## src/rtl/can_err_pkg.sv

```systemverilog
package can_err_pkg;
  parameter int CNT_W = 8;
  localparam int CNT_MAX = (1 << CNT_W) - 1;
  typedef logic [CNT_W-1:0] cnt_t;

  // fixed positions of the condition and event status bits
  localparam int ST_RX_WARN = 0;
  localparam int ST_TX_WARN = 1;
  localparam int ST_RX_PASS = 2;
  localparam int ST_BAD_MSG = 3;
  localparam int ST_OVR0    = 4;

  // saturating add-then-subtract on an error count
  function automatic cnt_t sat_step(input cnt_t cur, input logic [1:0] up,
                                    input logic down);
    int t;
    t = int'(cur) + int'(up) - int'(down);
    if (t < 0) t = 0;
    if (t > CNT_MAX) t = CNT_MAX;
    return cnt_t'(t);
  endfunction

  // number of error classes flagged in one cycle
  function automatic logic [1:0] ones3(input logic a, input logic b, input logic c);
    return {1'b0, a} + {1'b0, b} + {1'b0, c};
  endfunction
endpackage

```

## src/rtl/err_counter.sv

```systemverilog
module err_counter
  import can_err_pkg::*;
(
  input  logic       clk,
  input  logic       rst_n,
  input  logic [1:0] up,
  input  logic       down,
  output cnt_t       cnt
);
  always_ff @(posedge clk) begin
    if (!rst_n) cnt <= '0;
    else        cnt <= sat_step(cnt, up, down);
  end
endmodule

```

## src/rtl/level_cmp.sv

```systemverilog
module level_cmp
  import can_err_pkg::*;
#(
  parameter int LVL    = 96,
  parameter bit STRICT = 1'b0
) (
  input  cnt_t cnt,
  output logic hit
);
  localparam cnt_t LVL_C = cnt_t'(LVL);
  generate
    if (STRICT) begin : g_above
      assign hit = (cnt > LVL_C);
    end else begin : g_reached
      assign hit = (cnt >= LVL_C);
    end
  endgenerate
endmodule

```

## src/rtl/sticky_bank.sv

```systemverilog
module sticky_bank #(
  parameter int N = 6
) (
  input  logic         clk,
  input  logic         rst_n,
  input  logic [N-1:0] set,
  input  logic [N-1:0] clr,
  output logic [N-1:0] q
);
  generate
    for (genvar i = 0; i < N; i++) begin : g_bit
      always_ff @(posedge clk) begin
        if (!rst_n)      q[i] <= 1'b0;
        else if (set[i]) q[i] <= 1'b1;
        else if (clr[i]) q[i] <= 1'b0;
      end
    end
  endgenerate
endmodule

```

## src/rtl/can_err_track.sv

```systemverilog
module can_err_track
  import can_err_pkg::*;
#(
  parameter int NBUF       = 2,
  parameter int RX_WARN_AT = 96,
  parameter int RX_PASS_GT = 127,
  parameter int TX_WARN_GT = 96
) (
  input  logic              clk,
  input  logic              rst_n,
  input  logic              rx_err_i,
  input  logic              rx_ok_i,
  input  logic              tx_ack_err_i,
  input  logic              tx_form_err_i,
  input  logic              tx_bit_err_i,
  input  logic              tx_ok_i,
  input  logic              rx_bad_msg_i,
  input  logic [NBUF-1:0]   rx_ovr_i,
  input  logic [4+NBUF-1:0] clr_i,
  input  logic              err_ie_i,
  output logic [7:0]        rx_cnt_o,
  output logic [7:0]        tx_cnt_o,
  output logic              rx_warn_o,
  output logic              tx_warn_o,
  output logic              rx_passive_o,
  output logic [4+NBUF-1:0] stat_o,
  output logic              err_sum_o,
  output logic              irq_o
);
  localparam int ST_W = ST_OVR0 + NBUF;

  // named internal events, visible to the checker
  logic [1:0]      rx_up;
  logic [1:0]      tx_up;
  logic [ST_W-1:0] st_set;
  cnt_t            rx_cnt, tx_cnt;

  assign rx_up = {1'b0, rx_err_i};
  assign tx_up = ones3(tx_ack_err_i, tx_form_err_i, tx_bit_err_i);

  err_counter u_rx_cnt (.clk(clk), .rst_n(rst_n), .up(rx_up), .down(rx_ok_i), .cnt(rx_cnt));
  err_counter u_tx_cnt (.clk(clk), .rst_n(rst_n), .up(tx_up), .down(tx_ok_i), .cnt(tx_cnt));

  level_cmp #(.LVL(RX_WARN_AT), .STRICT(1'b0)) u_rx_warn (.cnt(rx_cnt), .hit(rx_warn_o));
  level_cmp #(.LVL(RX_PASS_GT), .STRICT(1'b1)) u_rx_pass (.cnt(rx_cnt), .hit(rx_passive_o));
  level_cmp #(.LVL(TX_WARN_GT), .STRICT(1'b1)) u_tx_warn (.cnt(tx_cnt), .hit(tx_warn_o));

  always_comb begin
    st_set             = '0;
    st_set[ST_RX_WARN] = rx_warn_o;
    st_set[ST_TX_WARN] = tx_warn_o;
    st_set[ST_RX_PASS] = rx_passive_o;
    st_set[ST_BAD_MSG] = rx_bad_msg_i;
  end
  generate
    for (genvar b = 0; b < NBUF; b++) begin : g_ovr
      // per-buffer overrun strobes land at their own positions
      logic ovr_ev;
      assign ovr_ev = rx_ovr_i[b];
    end
  endgenerate

  logic [ST_W-1:0] st_set_all;
  always_comb begin
    st_set_all = st_set;
    st_set_all[ST_W-1:ST_OVR0] = rx_ovr_i;
  end

  sticky_bank #(.N(ST_W)) u_stat (.clk(clk), .rst_n(rst_n), .set(st_set_all),
                                  .clr(clr_i), .q(stat_o));

  assign rx_cnt_o  = rx_cnt;
  assign tx_cnt_o  = tx_cnt;
  assign err_sum_o = |stat_o;
  assign irq_o     = err_sum_o & err_ie_i;
endmodule

```

## config.mk

```make
export PLATFORM = sky130hd
export DESIGN_NAME = can_err_track
export DESIGN_NICKNAME = d
export VERILOG_FILES = /design/src/rtl/can_err_pkg.sv /design/src/rtl/err_counter.sv /design/src/rtl/level_cmp.sv /design/src/rtl/sticky_bank.sv /design/src/rtl/can_err_track.sv
export SDC_FILE = /design/constraint.sdc
export NUM_CORES = 1
export LEC_CHECK = 0
export ABC_AREA = 1
export BUFFER_PORTS_ARGS = -buffer_cell sky130_fd_sc_hd__buf_2
export CAP_MARGIN = 10
export CORE_MARGIN = 5
export CORE_UTILIZATION = 45
export DETAILED_ROUTE_END_ITERATION = 10
export PLACE_DENSITY = 0.79
export SYNTH_ARGS = -nofsm -noshare
export SYNTH_HDL_FRONTEND = slang
export SYNTH_SLANG_ARGS = --single-unit
```

## constraint.sdc

```tcl
create_clock -name clk -period 5.65 [get_ports clk]
set_input_delay 1.13 -clock clk [delete_from_list [all_inputs] [get_ports clk]]
set_output_delay 1.13 -clock clk [all_outputs]
set_load 0.03 [all_outputs]
```

* Yosys cells after proc, flatten, opt, wreduce, memory -nomap -nowiden
Index checks and enable logic that the tools add are counted.
Word-level totals: bits of input ports 18, register bits after elaboration 22, word-level logic and storage cells 47
Cells by class: reduce and logical (&&, ||, !) cells 7, $add $sub $neg 6, order comparisons 7, bitwise gates (word level) 1, mux-type cells 18
Operators by type and width (count):
- 32-bit 2-to-1 mux | 4
- 32-bit by 9-bit > comparator with 1-bit output (second input constant) | 2
- 32-bit by 1-bit < comparator with 1-bit output (second input constant) | 2
- 32-bit by 2-bit subtractor with 32-bit output | 2
- 8-bit by 7-bit > comparator with 1-bit output (second input constant) | 2
- 8-bit 2-to-1 mux | 2
- 1-bit 2-to-1 mux | 12
- 2-bit nonzero test | 6
- 8-bit by 1-bit adder with 9-bit output | 1
- 8-bit by 2-bit adder with 9-bit output | 1
- 8-bit by 7-bit greater-or-equal comparator with 1-bit output (second input constant) | 1
- 6-bit OR reduction | 1
- 1-bit by 1-bit adder with 2-bit output | 1
- 2-bit by 1-bit adder with 2-bit output | 1
- 1-bit AND | 1

* Depth between registers and ports, before layout
Gate-level depths: netlist of the first run.
word-level depth 9, mapped depth 18, gate-level depth less buffers 18

* Modules after synthesis
Synthesis of the first run repeated with hierarchy kept, for this count alone.
Second synthesis, totals: cell total of the unflattened synthesis 262, area total of the unflattened synthesis 1762.9 sq um
Modules (own cells, without submodules):
- err_counter | area each 718.2 sq um, cells an instance 104, instances 2
- sticky_bank | area each 221.5 sq um, cells an instance 31, instances 1
- can_err_track | area each 47.5 sq um, cells an instance 8, instances 1
- level_cmp (u_tx_warn) | area each 42.5 sq um, cells an instance 11, instances 1
- level_cmp (u_rx_warn) | area each 11.3 sq um, cells an instance 3, instances 1
- level_cmp (u_rx_pass) | area each 3.8 sq um, cells an instance 1, instances 1

* Worst setup path before layout of the first run
No wires, ideal clock.
kind input to register, from input tx_ack_err_i, to register u_tx_cnt.cnt[2], cell stages on the path 17, data arrival time 3.668 ns, library setup time 0.114 ns, path slack 1.868 ns, path buffers 0, cells stage by stage fa_1 -> ha_1 -> inv_1 -> fa_1 -> ha_1 -> inv_1 -> nor2_1 -> nand3_1 -> nor2_2 -> nand2_1 -> nor2_1 -> ha_1 -> inv_1 -> nor2_1 -> nand2_1 -> nand2_2 -> nand2_1
Between the ends: cells in the longest elaborated chain, start to end 9
RTL lines:
- start, declared | line can_err_track.sv:13 | input logic tx_ack_err_i,
- 1-bit by 1-bit adder with 2-bit output * | line can_err_pkg.sv:25 | return {1'b0, a} + {1'b0, b} + {1'b0, c};
- 2-bit by 1-bit adder with 2-bit output * | line can_err_pkg.sv:25
- 8-bit by 2-bit adder with 9-bit output * | line can_err_pkg.sv:17 | t = int'(cur) + int'(up) - int'(down);
- 32-bit by 2-bit subtractor with 32-bit output * | line can_err_pkg.sv:17
- 32-bit by 1-bit < comparator with 1-bit output | line can_err_pkg.sv:18 | if (t < 0) t = 0;
- 32-bit 2-to-1 mux * | line can_err_pkg.sv:18
- 32-bit 2-to-1 mux * | line err_counter.sv:11 | if (!rst_n) cnt <= '0;
- 32-bit by 9-bit > comparator with 1-bit output | line can_err_pkg.sv:19 | if (t > CNT_MAX) t = CNT_MAX;
- 8-bit 2-to-1 mux * | line can_err_pkg.sv:19
- end signal, assigned | line err_counter.sv:12 | else cnt <= sat_step(cnt, up, down);
- end, declared | line err_counter.sv:8 | output cnt_t cnt
Mark *: on every way between the ends. The rest lies on a longest branch, timed or not. The select of a mux whose other input is x is not followed. A chain may end at the register's enable or synchronous reset.

* Worst setup path after layout of the first run
from input tx_ack_err_i, to register u_tx_cnt.cnt[4]
Same word-level chain as after synthesis.

==> flow_summary.yaml, run 1 <==
routing:
  drcViolationCount: 0
  ant_nets: 0
  drt-total-wl_um: 3600
  wire_per_inst_um: 9.89
  drt_iter0_drc: 35
  vias: 1693
  vias_per_cell: 4.65
  first_pass_iters: 4
floorplanning:
  dieArea_um2: 5000
  start_util: 0.460
  rows: 22
  top_level_ports: 45
  die_w_um: 70.7
  dieHeight_um: 70.7
  core-area_um2: 3610
finish:
  final_cell_area_um2: 1990
  drive_above_1_share: 0.206
  post-route-util: 0.551
  stdcell_count: 364
  diodes: 0
  fill_cells: 379
  nets: 347
  area_delta_synth_final_pct: 19.8
hold_path:
  hp-start: "u_stat.q[2]$_SDFFE_PN0P_"
  holdCritPathClass: "reg -> reg"
power:
  power_density_nw_per_um2: 495
  power_switching_uw: 509
  power.leakage_uw: 0.00121
  peakVddDrop_uv: 253
  power_frac_clock: 0.114
  p_int_uw: 474
  p_seq_frac: 0.266
  swShare: 0.517
  power_frac_comb: 0.620
clock_network:
  clockRootBuffer: "clkbuf_8"
  cts_sinks: 22
  clockBufferDepth: 2
  post_cts_buffers: 0
  clock_latency_ns: 0.26
  hold_buffers: 0
  cts_tree: "built"
  htree_num_levels: 1
  cts_buffers: 3
  cts.repair.resized: 0
  clk_pin_slew_worst_paths_ns: 0.08
run_status:
  status: "finished clean"
sta:
  final_hold_viol_count: 0
  rsz0062_at_grt: "false"
  setup_viol: 0
  fin_crit_sh: 0.685
  tightestPinTransition_ns: 0.423
  fin_skew_ns: 0.00468
  setup_slack_ns: 1.78
  maxSlewViolCount: 0
  finalSetupTns_ns: 0
  relSlewSlack: 0.717
  min_period_ns: 3.87
  fmaxAchievable_mhz: 258
placed_design:
  placed_cell_area_um2: 1930
  place.gp.congestion: 0.831
  place_ws_ns: 1.52
  detailed_place_hpwl_um: 3040
  dp_cells: 360
  port_buffers: 44
global_routing:
  overflow: 0
  grt_pass1_wl_um: 6580
  grt.total_usage: 0.151
  grt_max_degree: 13
  grt_pass1_vias: 1615
  antenna_found_initial: 0
synthesis:
  synth_ff_type: "dfxtp_1"
  syn-cell-area_um2: 1660
  syn_nets: 300
  seq_area_frac_synth: 0.266
  yosys_register_bits: 22
  synth_area_leaders: "dfxtp_1 (27%), nand2_1 (19%), inv_1 (11%)"
  async_flop_share: 0
  yosysMostFrequentCell: "nand2_1"
  synth_edf_count: 0
  synthCells: 270
  synthTopCellsByCount: "nand2_1 (83), inv_1 (50), nand3_1 (36)"
  syn_area_per_cell_um2: 6.14
  ys_types: 22
  synth.top_cell.area_share: 0.266
  synth_area_leader_cell: "dfxtp_1"
  ys.warnings.count: 0
setup_path:
  critPathRequiredTime_ns: 5.81
  arrival_ns: 4.03
  cp-startpoint: "tx_ack_err_i"
  reg2reg_from: "u_tx_cnt.cnt[0]$_SDFF_PN0_"
  crit_type: "in -> reg"
  worstPathMaxFanout: 5
  worstSetupEndpointType: "register"
  worst_setup_path_start_kind: "input pin"
job:
  drv_cap: 0
[worst max-delay path: stages]
cell	delay, ns
buf_2	0.11
fa_1	0.54
ha_1	0.18
inv_1	0.06
fa_1	0.52
ha_1	0.20
inv_1	0.05
nor2_1	0.14
nand3_1	0.13
nor2_2	0.16
nand2_1	0.09
nor2_1	0.10
ha_1	0.12
inv_1	0.03
nor2_1	0.22
nand2_1	0.10
nand2_2	0.10
nand2_1	0.06
[power by group through the flow]
| stage | Clock [uW] | Sequential, uW | Combinational [uW] |
|---|---|---|---|
| after detailed placement | 0 | 265 | 610 |
| final | 112 | 262 | 609 |
| after global placement | 0 | 263 | 600 |
| after CTS | 115 | 262 | 614 |
| after global routing | 124 | 273 | 694 |
| after floorplan | 0 | 348 | 383 |
[sequential cells by signal, summed over array words and instances, names as in the netlist]
signal,flops
u_rx_cnt.cnt,8
u_tx_cnt.cnt,8
u_stat.q,6
[metrics by stage]
stage               power [uW]  hold WS, ns
floorplan                  731        0.596
global placement           863        0.473
detailed placement         875        0.474
CTS                        991        0.487
global route              1090        0.511
finish                     983        0.482
[cell families (layout without fill, tap and decap cells)]
| family | Yosys count | count (layout) | synth area share |
|---|---|---|---|
| and+or+nand+nor | 166 | 166 | 0.443 |
| buffers and inverters | 54 | 100 | 0.122 |
| DFF | 22 | 22 | 0.266 |
| adders and majority gates | 12 | 12 | 0.0996 |
| AOI/OAI and AO/OA | 11 | 11 | 0.0430 |
| xor gates and xnor gates | 5 | 5 | 0.0264 |
[cell type report]
class	instances	area [um^2]	area share
Clock buffer	4	55.1	0.0277
Inverter	52	195	0.0983
Sequential cell	22	440	0.222
Timing Repair Buffer	44	220	0.111
Tap cell	48	60.1	0.0302
Multi-Input combinational cell	194	1010	0.511
[cells in the final DEF, fill, tap and decap left out, types with 4 or more instances in the layout]
cell	Yosys	routed
ha_1	10	10
inv_1	50	50
nand4_1	4	4
nand3_1	36	36
nand2_1	83	83
a21oi_1	8	8
nand2_2	6	6
dfxtp_1	22	22
nor2_2	6	6
clkbuf_8	0	4
buf_2	0	44
nor2_1	25	25
xor2_1	4	4
[path summary, 6_finish.rpt]
| check | to | cells past startpoint | slack (ns) |
|---|---|---|---|
| worst max-delay path | u_tx_cnt.cnt[4]$_SDFF_PN0_ | 18 | 1.78 |
| worst min-delay path | u_stat.q[2]$_SDFFE_PN0P_ | 2 | 0.48 |
| worst max register to register | u_tx_cnt.cnt[4]$_SDFF_PN0_ | 17 | 2.46 |
| worst min register to register | u_stat.q[2]$_SDFFE_PN0P_ | 2 | 0.48 |
[layer usage]
metal  GRT usage  up-vias  share of wire
met5           0        -              0
met4      0.0188        0              0
met3      0.0199        0          0.036
met2       0.290       20           0.52
met1       0.182      752           0.44
li1            -      921              -
(Power assumes the default switching activity.)
==> run 2: changes to the inputs <==
clock period = 3.9 ns   (was 5.65 ns; I/O delays follow)
==> run 2 against run 1 <==
Total power rose by 45%. Critical endpoint unchanged. Sequential share of layout area unchanged. Global-route usage decreased by 0.15 points. Worst setup slack worse by 1.4 ns. Critical path depth is the same. Clock skew fell by 0.0031 ns. Clock power grew 45%. Routed wire length decreased by 1.2%. Count of clock-buffer cells in the layout unchanged. Critical path type unchanged. Sequential power grew 45%. Largest power group unchanged. Highest routed layer unchanged.
==> flow_summary.yaml, run 2 (synthesis gave the netlist of run 1 again) <==
setup_path:
  path_cells: "buf_2, fa_1, ha_1, inv_1, fa_1, ha_1, inv_1, nor2_1, nand3_1, nor2_2, nand2_1, nor2_1, ha_1, inv_1, nor2_1, nand2_1, nand2_2, nand2_1"
  worstSetupEndpointType: "register"
  critPathRequiredTime_ns: 4.05
  reg2reg_depth: 17
  arrival_ns: 3.69
  cp_slowest_cell: "fa_1"
  reg2reg_from: "u_tx_cnt.cnt[0]$_SDFF_PN0_"
  worst_setup_path_start_kind: "input pin"
  reg2reg_slack_ns: 0.69
  worstPathMaxFanout: 5
  crit_type: "in -> reg"
  cpPeakStageDelay_ns: 0.53
  r2r_end: "u_tx_cnt.cnt[4]$_SDFF_PN0_"
sta:
  tightestPinTransition_ns: 0.418
  fin_crit_sh: 0.906
  fin_skew_ns: 0.00155
  fmaxAchievable_mhz: 283
  setup_viol: 0
  rsz0062_at_grt: "false"
  finalSetupTns_ns: 0
  min_period_ns: 3.54
  relSlewSlack: 0.720
  final_hold_viol_count: 0
  maxSlewViolCount: 0
routing:
  drt_iter0_drc: 44
  wire_per_inst_um: 9.77
  drt-total-wl_um: 3560
  first_pass_iters: 4
  vias: 1706
  drcViolationCount: 0
  vias_per_cell: 4.69
  ant_nets: 0
finish:
  diodes: 0
  nets: 347
  area_delta_synth_final_pct: 19.8
  post-route-util: 0.551
  largestRegisters: "u_rx_cnt.cnt: 8 flops, u_tx_cnt.cnt: 8 flops, u_stat.q: 6 flops"
  drive_above_1_share: 0.206
  final_common_cell: "nand2_1"
  mostFrequentLayoutCells: "nand2_1 (83), inv_1 (50), buf_2 (44)"
placed_design:
  place.gp.congestion: 0.831
  port_buffers: 44
  detailed_place_hpwl_um: 3010
floorplanning:
  core-area_um2: 3610
  start_util: 0.460
  dieArea_um2: 5000
  die_w_um: 70.7
  dieHeight_um: 70.7
  top_level_ports: 45
  rows: 22
power:
  power.leakage_uw: 0.00121
  peakVddDrop_uv: 366
  power_density_nw_per_um2: 716
  total_power_uw: 1420
hold_path:
  min_to: "u_stat.q[1]$_SDFFE_PN0P_"
  hp-start: "u_stat.q[1]$_SDFFE_PN0P_"
  holdCritPathClass: "reg -> reg"
  hold_depth: 2
clock_network:
  clockRootBuffer: "clkbuf_8"
  cts_sinks: 22
  cts_buffers: 3
  post_cts_buffers: 0
  clk_pin_slew_worst_paths_ns: 0.08
  clockBufferDepth: 2
  hold_buffers: 0
  cts.repair.resized: 0
  clock_latency_ns: 0.26
  htree_num_levels: 1
  cts_tree: "built"
global_routing:
  antenna_found_initial: 0
  grt_pass1_vias: 1616
  grt.total_usage: 0.150
  overflow: 0
  grt_max_degree: 13
  grt_pass1_wl_um: 6490
job:
  drv_cap: 0
run_status:
  status: "finished clean"
run 2: cell counts in the layout (fill, tap and decap cells not counted):
Identical to the previous run, type by type.
run 2: through the flow:
stage | area (um^2) | hold WS (ns) | instances | worst slack, ns
after floorplan | 1660 | 0.596 | 270 | 0.468
after global placement | 1930 | 0.473 | 360 | 0.203
after detailed placement | 1930 | 0.473 | 360 | 0.115
after CTS | 1990 | 0.485 | 364 | 0.364
after global routing | 1990 | 0.505 | 364 | 0.0300
final | 1990 | 0.483 | 364 | 0.365
run 2: worst max path at each step:
| stage | from | endpoint | slack, ns | depth (start not counted) |
|---|---|---|---|---|
| after global routing | tx_ack_err_i | u_tx_cnt.cnt[2]$_SDFF_PN0_ | 0.03 | 18 |
| after CTS | tx_ack_err_i | u_tx_cnt.cnt[4]$_SDFF_PN0_ | 0.36 | 18 |
| after floorplan | tx_ack_err_i | u_tx_cnt.cnt[2]$_SDFF_PN0_ | 0.47 | 17 |
| final | tx_ack_err_i | u_tx_cnt.cnt[4]$_SDFF_PN0_ | 0.36 | 18 |
| after detailed placement | tx_ack_err_i | u_tx_cnt.cnt[4]$_SDFF_PN0_ | 0.12 | 18 |
| after global placement | tx_ack_err_i | u_tx_cnt.cnt[7]$_SDFF_PN0_ | 0.20 | 18 |
run 2: worst max-delay path: cells and delay by family:
kind          cells  cell delay, ns
fa+ha+maj         5            1.55
buf+inv           4            0.25
simple gates      9            1.10
run 2: per-layer routing:
layer | up-vias | share of wire | track usage
met5 | - | 0 | 0
met4 | 0 | 0 | 0.0271
met3 | 0 | 0.039 | 0.0199
met2 | 32 | 0.52 | 0.286
met1 | 751 | 0.45 | 0.178
li1 | 923 | - | -
run 2: cell type report:
type	instances	area (um^2)
sequential	22	440
multi-input combinational	194	1010
timing repair buffer	44	220
inverter	52	195
clock buffer	4	55.1
fill	372	1620
tap	48	60.1
run 2: where the power goes:
part | internal, uW | switching (uW)
logic | 298 | 583
clock network | 89.8 | 72.1
registers | 299 | 79.5
